===== src/rtl/chroma_pkg.sv =====
package chroma_pkg;
  localparam int BB_W = 10;

  typedef struct packed {
    logic [BB_W-1:0] u;
    logic [BB_W-1:0] v;
  } cpair_t;
endpackage


===== src/rtl/chroma_prep.sv =====
module chroma_prep
  import chroma_pkg::*;
#(
  parameter int IN_W      = 8,
  parameter int GAIN_W    = 8,
  parameter int GAIN_FRAC = 6,
  parameter int AMP_W     = 8,
  parameter int RAMP_SH   = 2
) (
  input  logic              clk,
  input  logic              rst_n,
  input  logic              in_valid,
  input  logic [IN_W-1:0]   cb_in,
  input  logic [IN_W-1:0]   cr_in,
  input  logic [GAIN_W-1:0] gain_cb,
  input  logic [GAIN_W-1:0] gain_cr,
  input  logic              burst_win,
  input  logic [AMP_W-1:0]  burst_amp,
  output cpair_t            x_prev,
  output cpair_t            x_cur
);
  localparam int RAMP_LEN = 1 << RAMP_SH;
  localparam int RW       = RAMP_SH + 1;
  localparam int PW       = IN_W + GAIN_W + 1;
  localparam int LW       = AMP_W + RW;

  logic [RW-1:0] ramp_q, ramp_d;
  logic          in_burst;
  logic [LW-1:0] burst_prod, burst_lvl;
  cpair_t        cur_q, prev_q, cur_d;

  function automatic logic [BB_W-1:0] apply_gain(input logic [IN_W-1:0] s,
                                                 input logic [GAIN_W-1:0] g);
    logic signed [PW-1:0] p;
    p = $signed(s) * $signed({1'b0, g});
    p = p + PW'(2 ** (GAIN_FRAC - 1));
    return BB_W'(p >>> GAIN_FRAC);
  endfunction

  // next-state: ramp step and stored sample
  always_comb begin
    if (burst_win) begin
      ramp_d = (ramp_q == RW'(RAMP_LEN)) ? ramp_q : ramp_q + RW'(1);
    end else begin
      ramp_d = (ramp_q == '0) ? ramp_q : ramp_q - RW'(1);
    end
    in_burst   = burst_win || (ramp_q != '0);
    burst_prod = LW'(burst_amp) * LW'(ramp_d);
    burst_lvl  = burst_prod >> RAMP_SH;
    if (in_burst) begin
      cur_d.u = -BB_W'(burst_lvl);
      cur_d.v = '0;
    end else begin
      cur_d.u = apply_gain(cb_in, gain_cb);
      cur_d.v = apply_gain(cr_in, gain_cr);
    end
  end

  // registers, enabled by the input strobe
  always_ff @(posedge clk or negedge rst_n) begin
    if (!rst_n) begin
      ramp_q <= '0;
      cur_q  <= '0;
      prev_q <= '0;
    end else if (in_valid) begin
      ramp_q <= ramp_d;
      cur_q  <= cur_d;
      prev_q <= cur_q;
    end
  end

  assign x_prev = prev_q;
  assign x_cur  = cur_q;

  AST_RAMP_HOLD: assert property (@(posedge clk) disable iff (!rst_n)
    !in_valid |=> $stable(ramp_q)) else $error("ramp moved without strobe");
  AST_RAMP_RISE: assert property (@(posedge clk) disable iff (!rst_n)
    (in_valid && burst_win) |=> (ramp_q != '0)) else $error("ramp zero in window");
  AST_BURST_V_ZERO: assert property (@(posedge clk) disable iff (!rst_n)
    (in_valid && burst_win) |=> (cur_q.v == '0)) else $error("V not zero in burst");
endmodule


===== src/rtl/chroma_interp.sv =====
module chroma_interp
  import chroma_pkg::*;
(
  input  logic   clk,
  input  logic   rst_n,
  input  logic   in_valid,
  input  logic   bypass_s2,
  input  cpair_t x_prev,
  input  cpair_t x_cur,
  output cpair_t bb_o
);
  localparam int NLANE = 2;

  logic [1:0]      ph_q, ph_d;
  logic [BB_W-1:0] xa [NLANE];
  logic [BB_W-1:0] xb [NLANE];
  cpair_t          bb_q, bb_d;

  function automatic logic [BB_W-1:0] avg2(input logic [BB_W-1:0] a,
                                           input logic [BB_W-1:0] b);
    logic signed [BB_W:0] s;
    s = $signed({a[BB_W-1], a}) + $signed({b[BB_W-1], b});
    return BB_W'(s >>> 1);
  endfunction

  assign xa[0] = x_prev.u;
  assign xa[1] = x_prev.v;
  assign xb[0] = x_cur.u;
  assign xb[1] = x_cur.v;

  for (genvar k = 0; k < NLANE; k++) begin : g_lane
    logic [BB_W-1:0] h_mid, h_end, y;
    // first 2x stage: midpoint then new sample
    assign h_mid = avg2(xa[k], xb[k]);
    assign h_end = xb[k];
    // second 2x stage, or repetition when bypassed
    always_comb begin
      unique case (ph_q)
        2'd0:    y = bypass_s2 ? h_mid : avg2(xa[k], h_mid);
        2'd1:    y = h_mid;
        2'd2:    y = bypass_s2 ? h_end : avg2(h_mid, h_end);
        default: y = h_end;
      endcase
    end
  end

  always_comb begin
    ph_d   = in_valid ? 2'd0 : ph_q + 2'd1;
    bb_d.u = g_lane[0].y;
    bb_d.v = g_lane[1].y;
  end

  always_ff @(posedge clk or negedge rst_n) begin
    if (!rst_n) begin
      ph_q <= '0;
      bb_q <= '0;
    end else begin
      ph_q <= ph_d;
      bb_q <= bb_d;
    end
  end

  assign bb_o = bb_q;

  AST_BYPASS_REPEAT: assert property (@(posedge clk) disable iff (!rst_n)
    (ph_q == 2'd1 && bypass_s2 && $past(bypass_s2)) |=> (bb_q == $past(bb_q)))
    else $error("bypass did not repeat");
  AST_END_SAMPLE: assert property (@(posedge clk) disable iff (!rst_n)
    (ph_q == 2'd3) |=> (bb_q == $past(x_cur))) else $error("last phase not newest sample");
endmodule


===== src/rtl/chroma_nco.sv =====
module chroma_nco #(
  parameter int ACC_W  = 32,
  parameter int LUT_AW = 6,
  parameter int SIN_W  = 10
) (
  input  logic                    clk,
  input  logic                    rst_n,
  input  logic [ACC_W-1:0]        phase_inc,
  output logic signed [SIN_W-1:0] sin_o,
  output logic signed [SIN_W-1:0] cos_o
);
  localparam int QTR = 1 << LUT_AW;
  localparam int AMP = (1 << (SIN_W - 1)) - 1;

  logic [ACC_W-1:0]        acc_q, acc_d;
  logic [LUT_AW+1:0]       ang;
  logic [SIN_W-1:0]        lut [0:QTR];
  logic signed [SIN_W-1:0] wave [2];

  // rational sine approximation over one quarter turn, rounded
  function automatic int sin_entry(input int k);
    longint p, t, num, den;
    p   = 2 * QTR;
    t   = longint'(k) * (p - longint'(k));
    num = 16 * t;
    den = 5 * p * p - 4 * t;
    return int'((longint'(AMP) * num + den / 2) / den);
  endfunction

  for (genvar k = 0; k <= QTR; k++) begin : g_lut
    assign lut[k] = SIN_W'(sin_entry(k));
  end

  assign ang = acc_q[ACC_W-1 -: LUT_AW+2];

  // axis 0 = sine, axis 1 = cosine (a quarter turn ahead)
  for (genvar c = 0; c < 2; c++) begin : g_axis
    logic [1:0]       quad;
    logic [LUT_AW:0]  addr;
    logic [SIN_W-1:0] mag;
    assign quad    = ang[LUT_AW+1:LUT_AW] + 2'(c);
    assign addr    = quad[0] ? (LUT_AW+1)'(QTR) - {1'b0, ang[LUT_AW-1:0]}
                             : {1'b0, ang[LUT_AW-1:0]};
    assign mag     = lut[addr];
    assign wave[c] = quad[1] ? -$signed(mag) : $signed(mag);
  end

  assign sin_o = wave[0];
  assign cos_o = wave[1];

  always_comb acc_d = acc_q + phase_inc;

  always_ff @(posedge clk or negedge rst_n) begin
    if (!rst_n) acc_q <= '0;
    else        acc_q <= acc_d;
  end

  AST_ANGLE_ZERO: assert property (@(posedge clk) disable iff (!rst_n)
    (ang == '0) |-> (sin_o == '0 && cos_o == SIN_W'(AMP))) else $error("angle 0 wrong");
  AST_ANGLE_QTR: assert property (@(posedge clk) disable iff (!rst_n)
    (ang == (LUT_AW+2)'(QTR)) |-> (sin_o == SIN_W'(AMP) && cos_o == '0)) else $error("quarter wrong");
endmodule


===== src/rtl/chroma_qmod.sv =====
module chroma_qmod
  import chroma_pkg::*;
#(
  parameter int SIN_W = 10,
  parameter int OUT_W = 10
) (
  input  logic                    clk,
  input  logic                    rst_n,
  input  cpair_t                  bb_i,
  input  logic signed [SIN_W-1:0] sin_i,
  input  logic signed [SIN_W-1:0] cos_i,
  output logic [OUT_W-1:0]        out_o
);
  localparam int MW = BB_W + SIN_W + 1;
  localparam int SH = SIN_W - 1;
  localparam logic signed [MW-1:0] HALF = MW'(1 << (SH - 1));
  localparam logic signed [MW-1:0] MAXV = MW'((1 << (OUT_W - 1)) - 1);
  localparam logic signed [MW-1:0] MINV = -MW'(1 << (OUT_W - 1));

  logic signed [MW-1:0] mac, rnd;
  logic [OUT_W-1:0]     out_q, out_d;

  always_comb begin
    mac = $signed(bb_i.u) * sin_i + $signed(bb_i.v) * cos_i;
    rnd = (mac + HALF) >>> SH;
    if (rnd > MAXV)      out_d = OUT_W'(MAXV);
    else if (rnd < MINV) out_d = OUT_W'(MINV);
    else                 out_d = OUT_W'(rnd);
  end

  always_ff @(posedge clk or negedge rst_n) begin
    if (!rst_n) out_q <= '0;
    else        out_q <= out_d;
  end

  assign out_o = out_q;

  AST_ZERO_IN_ZERO_OUT: assert property (@(posedge clk) disable iff (!rst_n)
    (bb_i == '0) |=> (out_q == '0)) else $error("zero baseband gave output");
endmodule


===== src/rtl/chroma_modulator.sv =====
module chroma_modulator
  import chroma_pkg::*;
#(
  parameter int IN_W   = 8,
  parameter int GAIN_W = 8,
  parameter int AMP_W  = 8,
  parameter int ACC_W  = 32,
  parameter int LUT_AW = 6,
  parameter int OUT_W  = 10
) (
  input  logic              clk,
  input  logic              rst_n,
  input  logic              in_valid,
  input  logic [IN_W-1:0]   cb_in,
  input  logic [IN_W-1:0]   cr_in,
  input  logic [GAIN_W-1:0] gain_cb,
  input  logic [GAIN_W-1:0] gain_cr,
  input  logic              burst_win,
  input  logic [AMP_W-1:0]  burst_amp,
  input  logic              bypass_s2,
  input  logic [ACC_W-1:0]  phase_inc,
  output logic [OUT_W-1:0]  chroma_out
);
  localparam int SIN_W = OUT_W;

  cpair_t                  x_prev, x_cur, bb;
  logic signed [SIN_W-1:0] sin_v, cos_v;

  chroma_prep #(
    .IN_W(IN_W), .GAIN_W(GAIN_W), .GAIN_FRAC(6), .AMP_W(AMP_W), .RAMP_SH(2)
  ) u_prep (
    .clk(clk), .rst_n(rst_n), .in_valid(in_valid),
    .cb_in(cb_in), .cr_in(cr_in), .gain_cb(gain_cb), .gain_cr(gain_cr),
    .burst_win(burst_win), .burst_amp(burst_amp),
    .x_prev(x_prev), .x_cur(x_cur)
  );

  chroma_interp u_interp (
    .clk(clk), .rst_n(rst_n), .in_valid(in_valid), .bypass_s2(bypass_s2),
    .x_prev(x_prev), .x_cur(x_cur), .bb_o(bb)
  );

  chroma_nco #(
    .ACC_W(ACC_W), .LUT_AW(LUT_AW), .SIN_W(SIN_W)
  ) u_nco (
    .clk(clk), .rst_n(rst_n), .phase_inc(phase_inc), .sin_o(sin_v), .cos_o(cos_v)
  );

  chroma_qmod #(
    .SIN_W(SIN_W), .OUT_W(OUT_W)
  ) u_qmod (
    .clk(clk), .rst_n(rst_n), .bb_i(bb), .sin_i(sin_v), .cos_i(cos_v),
    .out_o(chroma_out)
  );

  AST_RESET_OUT: assert property (@(posedge clk) $fell(rst_n) |-> (chroma_out == '0))
    else $error("output not cleared");
endmodule


===== config.mk =====
export PLATFORM = sky130hd
export DESIGN_NAME = chroma_modulator
export DESIGN_NICKNAME = d
export VERILOG_FILES = /design/src/rtl/chroma_pkg.sv /design/src/rtl/chroma_prep.sv /design/src/rtl/chroma_interp.sv /design/src/rtl/chroma_nco.sv /design/src/rtl/chroma_qmod.sv /design/src/rtl/chroma_modulator.sv
export SDC_FILE = /design/constraint.sdc
export NUM_CORES = 1
export LEC_CHECK = 0
export BUFFER_PORTS_ARGS = -buffer_cell sky130_fd_sc_hd__buf_2
export CAP_MARGIN = 10
export CORE_MARGIN = 4
export CORE_UTILIZATION = 65
export DETAILED_ROUTE_END_ITERATION = 10
export GPL_TIMING_DRIVEN = 0
export PLACE_DENSITY_LB_ADDON = 0.12
export SYNTH_ARGS = -nofsm -noshare
export SYNTH_HDL_FRONTEND = slang
export SYNTH_SLANG_ARGS = --single-unit

===== constraint.sdc =====
create_clock -name clk -period 13.6 [get_ports clk]
set_input_delay 0 -clock clk [delete_from_list [all_inputs] [get_ports clk]]
set_output_delay 0 -clock clk [all_outputs]
set_load 0.01 [all_outputs]

==> results.py, run 1 <==
metrics = {
    "synth": {
        "synth_area_um2": 23300,
        "synth.avg_cell_area_um2": 8.70,
        "synthCells": 2682,
        "yosysUniqueCellTypes": 93,
        "synth_edf_count": 0,
        "synth-seq-cells": 107,
        "async_reset_ff_share_pct": 100,
        "yosys_warnings": 0,
        "synth_nets": 3360,
        "ys_seq_area_share_pct": 11.5,
        "synth-main-ff-cell": "dfrtp_1",
    },
    "setup_path": {
        "end_kind": "flop",
        "cp-startpoint": "u_nco.acc_q[24]$_DFF_PN0_",
        "cpPeakStageDelay_ns": 0.58,
        "required_ns": 13.87,
        "path_common_cell": "inv_1",
        "cp.buffers_inverters": 10,
        "worstReg2RegEnd": "u_qmod.out_o[6]$_DFF_PN0_",
        "path_max_fanout": 15,
        "critPathLaunchType": "flop",
        "crit_type": "flop to flop",
        "r2r_start": "u_nco.acc_q[24]$_DFF_PN0_",
        "r2r_cells": 45,
        "cp-endpoint": "u_qmod.out_o[6]$_DFF_PN0_",
        "crit_family": "adder cells",
        "ff2ff_setup_slack_ns": 1.10,
        "cp_num_cells": 45,
        "arrival_ns": 12.77,
        "critical-path-slowest-cell": "dfrtp_2",
    },
    "grt": {
        "grtUsageTotal_pct": 27.8,
        "grt_pass1_vias": 19500,
        "antenna_found_initial": 1,
        "overflow": 0,
        "grt_pass1_wl_mm": 91.3,
        "grt_max_degree": 56,
    },
    "sta": {
        "slew_headroom_pct": 32.7,
        "final_hold_viol_count": 0,
        "fin_crit_ns": 12.50,
        "skew_ns": 0.0123,
        "post-route-period-util_pct": 91.9,
        "tns_ns": 0,
        "fmax_ghz": 0.0800,
        "max_slew.worst_pin.slew_ns": 1.00,
        "rsz0062_at_grt": "false",
        "setup_viol": 0,
        "report.final.slew_viol_count": 0,
    },
    "clock_tree": {
        "cts_num_sinks": 107,
        "clockBufferDepth": 2,
        "clk_pin_slew_ns": 0.08,
        "clk_latency_ns": 0.38,
        "ctsRootBufferMaster": "clkbuf_16",
        "cts_tree": "yes",
        "post_cts_buffers": 0,
        "cts_max_level": 3,
        "cts_made_buffers": 9,
    },
    "finish": {
        "final_cell_mix": "414 x inv_1, 333 x ha_1, 268 x fa_1",
        "antenna_cells": 0,
        "fillers": 2868,
        "area_delta_synth_final_pct": 6.37,
        "layout_commonest_cell": "inv_1",
        "nets": 3472,
        "drive_gt1_share_pct": 7.11,
    },
    "outcome": {
        "status": "complete, no violations",
    },
    "route": {
        "route.detailed.drc": 0,
        "dr.pass1.iters": 8,
        "drtAntennaViolNets": 0,
        "drt-total-wl_mm": 52.5,
        "vias": 18900,
        "viasPerCell": 5.80,
        "wire_per_inst_um": 16.1,
        "drt_first_iter_violations": 898,
    },
    "placement": {
        "dpl.hpwl_mm": 43.9,
        "io_buffer_count": 86,
        "gp_congestion": 0.917,
    },
    "die": {
        "die_y_um": 198,
        "die-area_um2": 39000,
        "initial_utilization_pct": 65.8,
        "coreArea_um2": 35500,
        "num_rows": 69,
        "die_w_um": 198,
        "boundaryPins": 87,
    },
    "hold_path": {
        "hp-class": "input pin to flop",
    },
    "flow_run": {
        "drv_cap": 0,
    },
}
==> through the flow <==
step	cell area (µm²)	util, %	worst slack, ns	hold slack [ns]	cells
3_3_place_gp	24400	68.6	0.768	0.231	3229
3_5_place_dp	24400	68.8	0.569	-0.122	3231
2_1_floorplan	23300	-	2.78	-0.296	2682
6_report	24800	70.0	1.10	0.0146	3259
4_1_cts	24800	69.9	0.501	0.000522	3259
5_1_grt	24800	70.0	0.155	0.0289	3259
==> what timing repair did <==
item | in CTS | in global routing
gates resized for setup | 0 | 8
setup endpoints to repair | 0 | 9
hold buffers | 13 | 0
endpoints found under the hold margin | 77 | 0
==> worst min-delay path by stage <==
stage / from / endpoint / slack (ns) / cells past startpoint
floorplan: rst_n / u_interp.bb_o[0]$_DFF_PN0_ / -0.30 / 0
global placement: phase_inc[0] / u_nco.acc_q[0]$_DFF_PN0_ / 0.23 / 2
detailed placement: rst_n / u_qmod.out_o[4]$_DFF_PN0_ / -0.12 / 1
CTS: phase_inc[26] / u_nco.acc_q[26]$_DFF_PN0_ / 0.0005 / 3
global route: rst_n / u_qmod.out_o[0]$_DFF_PN0_ / 0.03 / 2
finish: phase_inc[26] / u_nco.acc_q[26]$_DFF_PN0_ / 0.01 / 3
==> registers in the layout (all words and copies together), names as in the netlist <==
register and cells:
u_prep.x_prev 20, u_prep.x_cur 20, u_interp.bb_o 20, u_interp.ph_q 2, u_qmod.out_o 10, u_prep.ramp_q 3
u_nco.acc_q 32
==> per-layer routing <==
| metal | vias up | global-route usage (%) | wire length (µm) |
|---|---|---|---|
| met5 | - | 0 | 7 |
| met4 | 2 | 6.53 | 1000 |
| met3 | 67 | 2.66 | 2180 |
| met2 | 452 | 49.1 | 26200 |
| met1 | 9280 | 37.2 | 23100 |
| li1 | 9109 | - | - |
==> worst reg2reg max path: cells and delay by family, from the launching register on <==
kind,cells,cell delay [ns]
simple gates,11,2.72
xor+xnor,2,0.55
mux,1,0.27
buf+inv,10,1.61
fa+ha+maj,10,3.67
flops,1,0.58
compound gates,11,3.02
==> cells by family (layout without fill, tap and decap cells) <==
family,after synthesis,in the layout,share of synthesized area [%]
AND/OR/NAND/NOR,758,758,16.1
flip-flops,107,107,11.5
AO/OA/AOI/OAI,507,507,14.5
multiplexers,38,38,1.99
XOR/XNOR,182,182,6.97
adder cells (fa/ha/maj),601,601,40.8
buffers and inverters,489,605,8.14
==> Yosys cell counts, types with 8 or more instances <==
cell type,n,area (µm²)
a21o_1,44,330
ha_1,333,4170
a222oi_1,11,110
and2_1,148,926
inv_1,414,1550
nor3_1,33,165
or3_1,15,93.8
nand2_1,267,1000
xor2_1,31,272
o21ai_0,115,576
o31ai_1,9,67.6
mux2_2,27,304
xnor2_1,148,1300
o21bai_1,31,233
o2bb2ai_1,8,70.1
fa_1,268,5370
buf_1,20,75.1
o211ai_1,13,97.6
nand3_1,30,150
nor2_1,125,469
o21a_1,10,75.1
nand2b_1,31,194
dfrtp_1,107,2680
nor2b_1,49,307
clkbuf_1,29,109
a211oi_1,19,143
a211o_1,8,70.1
a31oi_1,18,113
a21oi_1,130,651
buf_2,16,80.1
and3_1,26,163
==> cell type report <==
type	count	area [µm²]	share of cell area (%)
flip-flops and latches	107	2680	10.8
clock buffers	12	256	1.03
well taps	461	577	2.32
inverters	416	1560	6.29
multi-input cells	2086	18800	75.6
plain buffers	73	342	1.38
repair buffers	101	611	2.46
clock inverters	3	22.5	0.0907
Power of run 1 is not shown: default switching activity piles up to over one toggle a cycle in this logic, so the estimate is an artifact.
==> run 2, diff against run 1 <==
Settings changed: ABC_AREA from default to 1, GPL_TIMING_DRIVEN 0 to default, RECOVER_POWER from default to 50.
==> results.py, run 2 <==
metrics = {
    "outcome": {
        "status": "finished with violations",
        "violations": "capacitance limit, slew limit",
    },
    "sta": {
        "setup_viol": 0,
        "post-route-period-util_pct": 84.6,
        "max_slew.worst_pin.slew_ns": 3.57,
        "skew_ns": 0.0126,
        "rsz0062_at_grt": "false",
        "final_hold_viol_count": 0,
        "fmax_ghz": 0.0869,
        "tns_ns": 0,
        "fin_crit_ns": 11.50,
        "report.final.slew_viol_count": 151,
        "hold_slack_ns": 0.0111,
        "slew_headroom_pct": -138,
    },
    "route": {
        "wire_per_inst_um": 15.5,
        "viasPerCell": 5.55,
        "vias": 20800,
        "drtAntennaViolNets": 0,
        "drt-total-wl_mm": 58.1,
        "drt_first_iter_violations": 1256,
        "route.detailed.drc": 0,
        "dr.pass1.iters": 6,
    },
    "die": {
        "boundaryPins": 87,
        "initial_utilization_pct": 66.2,
        "die-area_um2": 39600,
        "num_rows": 69,
        "coreArea_um2": 35800,
        "die_w_um": 199,
        "die_y_um": 199,
    },
    "synth": {
        "synth_area_um2": 23700,
        "synth-seq-cells": 107,
        "synthCells": 3225,
        "synth-main-ff-cell": "dfrtp_1",
        "synth_nets": 3903,
        "synth_edf_count": 0,
        "yosysTopAreaCellShare_pct": 22.6,
        "synth.top_cells.by_area": "fa_1 23%, ha_1 18%, nand2_1 12%, dfrtp_1 11%, inv_1 9.8%",
        "yosys_warnings": 0,
        "synth_most_common_cell": "nand2_1",
        "async_reset_ff_share_pct": 100,
        "yosysUniqueCellTypes": 61,
        "ys_seq_area_share_pct": 11.3,
        "yosys-top-cells-count": "746 x nand2_1, 619 x inv_1, 333 x ha_1",
        "synth.avg_cell_area_um2": 7.36,
        "synth_top_area_cell": "fa_1",
    },
    "setup_path": {
        "critPathLaunchType": "flop",
        "crit_type": "flop to flop",
        "path_common_cell": "nand2_1",
        "path_max_fanout": 16,
        "arrival_ns": 11.76,
        "cpPeakStageDelay_ns": 0.79,
        "critical-path-slowest-cell": "dfrtp_1",
        "end_kind": "flop",
        "required_ns": 13.86,
        "ff2ff_setup_slack_ns": 2.10,
    },
    "placement": {
        "io_buffer_count": 86,
        "dpl.hpwl_mm": 49.0,
        "gp_congestion": 0.966,
        "dpl.cell_count": 3716,
    },
    "finish": {
        "instances_no_fill": 3745,
        "layout_commonest_cell": "nand2_1",
        "nets": 3957,
        "regMostFlops": "u_nco.acc_q",
        "drive_gt1_share_pct": 5.54,
        "area_delta_synth_final_pct": 4.97,
        "multi_input_area_um2": 18400,
        "final_cell_mix": "746 x nand2_1, 619 x inv_1, 333 x ha_1",
        "ff_latch_area_um2": 2680,
        "largest_reg_flops": 32,
        "antenna_cells": 0,
        "fillers": 3081,
    },
    "clock_tree": {
        "cts_max_level": 3,
        "ctsRootBufferMaster": "clkbuf_16",
        "clk_pin_slew_ns": 0.09,
        "clk_latency_ns": 0.38,
        "cts_made_buffers": 9,
        "cts_tree": "yes",
        "cts_num_sinks": 107,
        "clockBufferDepth": 2,
        "post_cts_resized": 0,
    },
    "grt": {
        "grtUsageTotal_pct": 30.1,
        "grt_max_degree": 69,
        "antenna_found_initial": 0,
        "grt_pass1_vias": 21300,
        "overflow": 0,
        "grt_pass1_wl_mm": 99.1,
    },
    "hold_path": {
        "hp-class": "input pin to flop",
    },
    "flow_run": {
        "drv_cap": 3,
    },
}
run 2: cell type report:
type                       instances  share of cell area [%]
timing repair buffer             100                    2.21
clock buffer                       9                   0.904
multi-input combinational       2418                    73.7
tap                              461                    2.32
sequential                       107                    10.8
inverter                         643                    9.70
clock inverter                     7                   0.432
run 2: cells by family after synthesis:
logic type | share of synthesized area, %
XOR/XNOR | 4.47
AO/OA/AOI/OAI | 11.2
flip-flops | 11.3
buffers and inverters | 11.4
AND/OR/NAND/NOR | 21.5
adder cells (fa/ha/maj) | 40.2
run 2: worst paths after layout:
| path | startpoint | endpoint | depth (start not counted) |
|---|---|---|---|
| worst max-delay path | u_nco.acc_q[24]$_DFF_PN0_ | u_qmod.out_o[8]$_DFF_PN0_ | 46 |
| worst min-delay path | phase_inc[30] | u_nco.acc_q[30]$_DFF_PN0_ | 3 |
| worst max register to register | u_nco.acc_q[24]$_DFF_PN0_ | u_qmod.out_o[8]$_DFF_PN0_ | 46 |
| worst min register to register | u_interp.ph_q[0]$_DFF_PN0_ | u_interp.ph_q[0]$_DFF_PN0_ | 1 |
| max in group asynchronous | rst_n | u_prep.x_cur[17]$_DFFE_PN0P_ | 3 |
| min in group asynchronous | rst_n | u_nco.acc_q[25]$_DFF_PN0_ | 2 |
run 2: critical path: cells and delay by family, from the launching register on:
family / cells / cell delay [ns]
buf+inv: 6 / 0.84
xor+xnor: 1 / 0.23
simple gates: 16 / 1.78
compound gates: 12 / 3.11
flops: 1 / 0.79
fa+ha+maj: 11 / 4.61
run 2: through the flow:
stage	setup slack [ns]	instance area (µm²)	util (%)
5_1_grt	1.17	24900	69.5
6_report	2.10	24900	69.5
2_1_floorplan	3.61	23700	-
4_1_cts	2.22	24900	69.6
3_3_place_gp	2.66	24500	68.3
3_5_place_dp	2.27	24500	68.3
run 2: per-layer routing:
| metal | GRT usage (%) | wire [µm] | part of all wire, % | vias to the layer above |
|---|---|---|---|---|
| li1 | - | - | - | 10200 |
| met2 | 53.7 | 29000 | 50 | 552 |
| met1 | 39.0 | 24800 | 43 | 9891 |
| met3 | 2.92 | 2740 | 4.7 | 96 |
| met5 | 0 | 0 | 0 | - |
| met4 | 9.27 | 1520 | 2.6 | 0 |
run 2: what timing repair did:
| action | 4_1_cts | 5_1_grt |
|---|---|---|
| setup buffers | 0 | 0 |
| endpoints found under the setup margin | 0 | 0 |
| hold buffers | 13 | 0 |
| hold endpoints to repair | 51 | 0 |
Power of run 2 is left out for the same reason.
==> run 3, diff against run 2 <==
Settings changed: CORE_UTILIZATION 65 to 59.
Clock period 13.6 ns to 10.2 ns, I/O delays scaled along.
==> results.py, run 3 (synthesis results as in run 2) <==
metrics = {
    "outcome": {
        "status": "finished with violations",
        "violations": "capacitance limit, slew limit",
    },
    "clock_tree": {
        "clk_latency_ns": 0.38,
        "cts_tree": "yes",
        "cts_max_level": 3,
        "clockBufferDepth": 2,
        "cts_made_buffers": 9,
        "ctsRootBufferMaster": "clkbuf_16",
        "clk_pin_slew_ns": 0.09,
        "cts_num_sinks": 107,
    },
    "die": {
        "die_w_um": 209,
        "initial_utilization_pct": 59.7,
        "num_rows": 73,
        "die-area_um2": 43500,
        "coreArea_um2": 39700,
        "boundaryPins": 87,
        "die_y_um": 209,
    },
    "grt": {
        "grt_pass1_vias": 21500,
        "overflow": 0,
        "antenna_found_initial": 0,
        "grt_max_degree": 64,
        "grtUsageTotal_pct": 27.2,
        "grt_pass1_wl_mm": 99.6,
    },
    "placement": {
        "place_area_um2": 24800,
        "gp_congestion": 0.957,
        "io_buffer_count": 86,
        "dpl.hpwl_mm": 49.6,
        "post-place-ws_ns": 0.0363,
    },
    "setup_path": {
        "critical-path-slowest-cell": "fa_1",
        "cp.buffers_inverters": 7,
        "cpPeakStageDelay_ns": 0.57,
        "arrival_ns": 9.95,
        "end_kind": "flop",
        "crit_family": "adder cells",
        "path_common_cell": "nand2_1",
        "path_max_fanout": 9,
        "required_ns": 10.52,
        "crit_type": "flop to flop",
        "critPathLaunchType": "flop",
    },
    "finish": {
        "largest_reg_flops": 32,
        "layout_commonest_cell": "nand2_1",
        "regMostFlops": "u_nco.acc_q",
        "drive_gt1_share_pct": 7.41,
        "nets": 3995,
        "antenna_cells": 0,
        "final_area_um2": 25400,
        "area_delta_synth_final_pct": 6.96,
        "final_cell_mix": "742 x nand2_1, 615 x inv_1, 328 x ha_1",
        "post-route-util_pct": 63.9,
        "fillers": 3640,
    },
    "sta": {
        "setup_viol": 0,
        "tns_ns": 0,
        "post-route-period-util_pct": 94.5,
        "fin_crit_ns": 9.63,
        "fmax_ghz": 0.104,
        "final_hold_viol_count": 0,
        "setup_slack_ns": 0.566,
        "slew_headroom_pct": -117,
        "max_slew.worst_pin.slew_ns": 3.25,
        "report.final.slew_viol_count": 151,
        "skew_ns": 0.0134,
    },
    "route": {
        "viasPerCell": 5.42,
        "wire_per_inst_um": 15.2,
        "dr.pass1.iters": 6,
        "drt_first_iter_violations": 1166,
        "drt-total-wl_mm": 58.4,
        "vias": 20900,
        "drtAntennaViolNets": 0,
        "route.detailed.drc": 0,
    },
    "flow_run": {
        "drv_cap": 3,
    },
    "hold_path": {
        "hp-class": "input pin to flop",
    },
}
## run 3: through the flow
step           cells  hold WS, ns
2_1_floorplan   3225       -0.296
3_3_place_gp    3812       0.0750
3_5_place_dp    3812       0.0831
4_1_cts         3842      0.00108
5_1_grt         3847       0.0322
6_report        3847       0.0218
## run 3: worst min-delay path: cells and delay by family
kind | cells | cell delay, ns
buffers and inverters | 1 | 0.08
adder cells (fa/ha/maj) | 1 | 0.19
XOR/XNOR | 1 | 0.09
## run 3: area by class of cell
| type | count | area, µm² | share of cell area, % |
|---|---|---|---|
| Multi-Input combinational cell | 2418 | 18500 | 72.8 |
| Timing Repair Buffer | 138 | 837 | 3.30 |
| Tap cell | 525 | 657 | 2.59 |
| Clock buffer | 9 | 225 | 0.887 |
| Clock inverter | 7 | 75.1 | 0.296 |
| Sequential cell | 107 | 2680 | 10.6 |
| Inverter | 643 | 2420 | 9.54 |
## run 3: final timing paths
path                       cells after the start                 startpoint  slack, ns                            end
min reg2reg                                    1   u_nco.acc_q[0]$_DFF_PN0_       0.49       u_nco.acc_q[0]$_DFF_PN0_
min                                            3              phase_inc[27]       0.02      u_nco.acc_q[27]$_DFF_PN0_
min in group asynchronous                      2                      rst_n       1.09      u_qmod.out_o[2]$_DFF_PN0_
max                                           48  u_nco.acc_q[25]$_DFF_PN0_       0.57      u_qmod.out_o[7]$_DFF_PN0_
max in group asynchronous                      3                      rst_n       4.93  u_prep.x_prev[19]$_DFFE_PN0P_
max reg2reg                                   48  u_nco.acc_q[25]$_DFF_PN0_       0.57      u_qmod.out_o[7]$_DFF_PN0_
## run 3: metal layers
layer  global-route usage, %  share of wire, %  vias to the layer above  routed length, µm
met5                       0                 0                        -                  0
met1                    34.6                43                     9842              25000
met3                    2.53               4.3                      129               2520
met2                    48.0                49                      566              28800
met4                    10.7               3.6                        0               2100
li1                        -                 -                    10300                  -
## run 3: timing repair
action / 4_1_cts / 5_1_grt
setup endpoints to repair: 0 / 10
gates resized for setup: 0 / 39
hold buffers: 14 / 0
hold endpoints to repair: 57 / 0
setup buffers: 0 / 5
Power of run 3 is left out for the same reason.
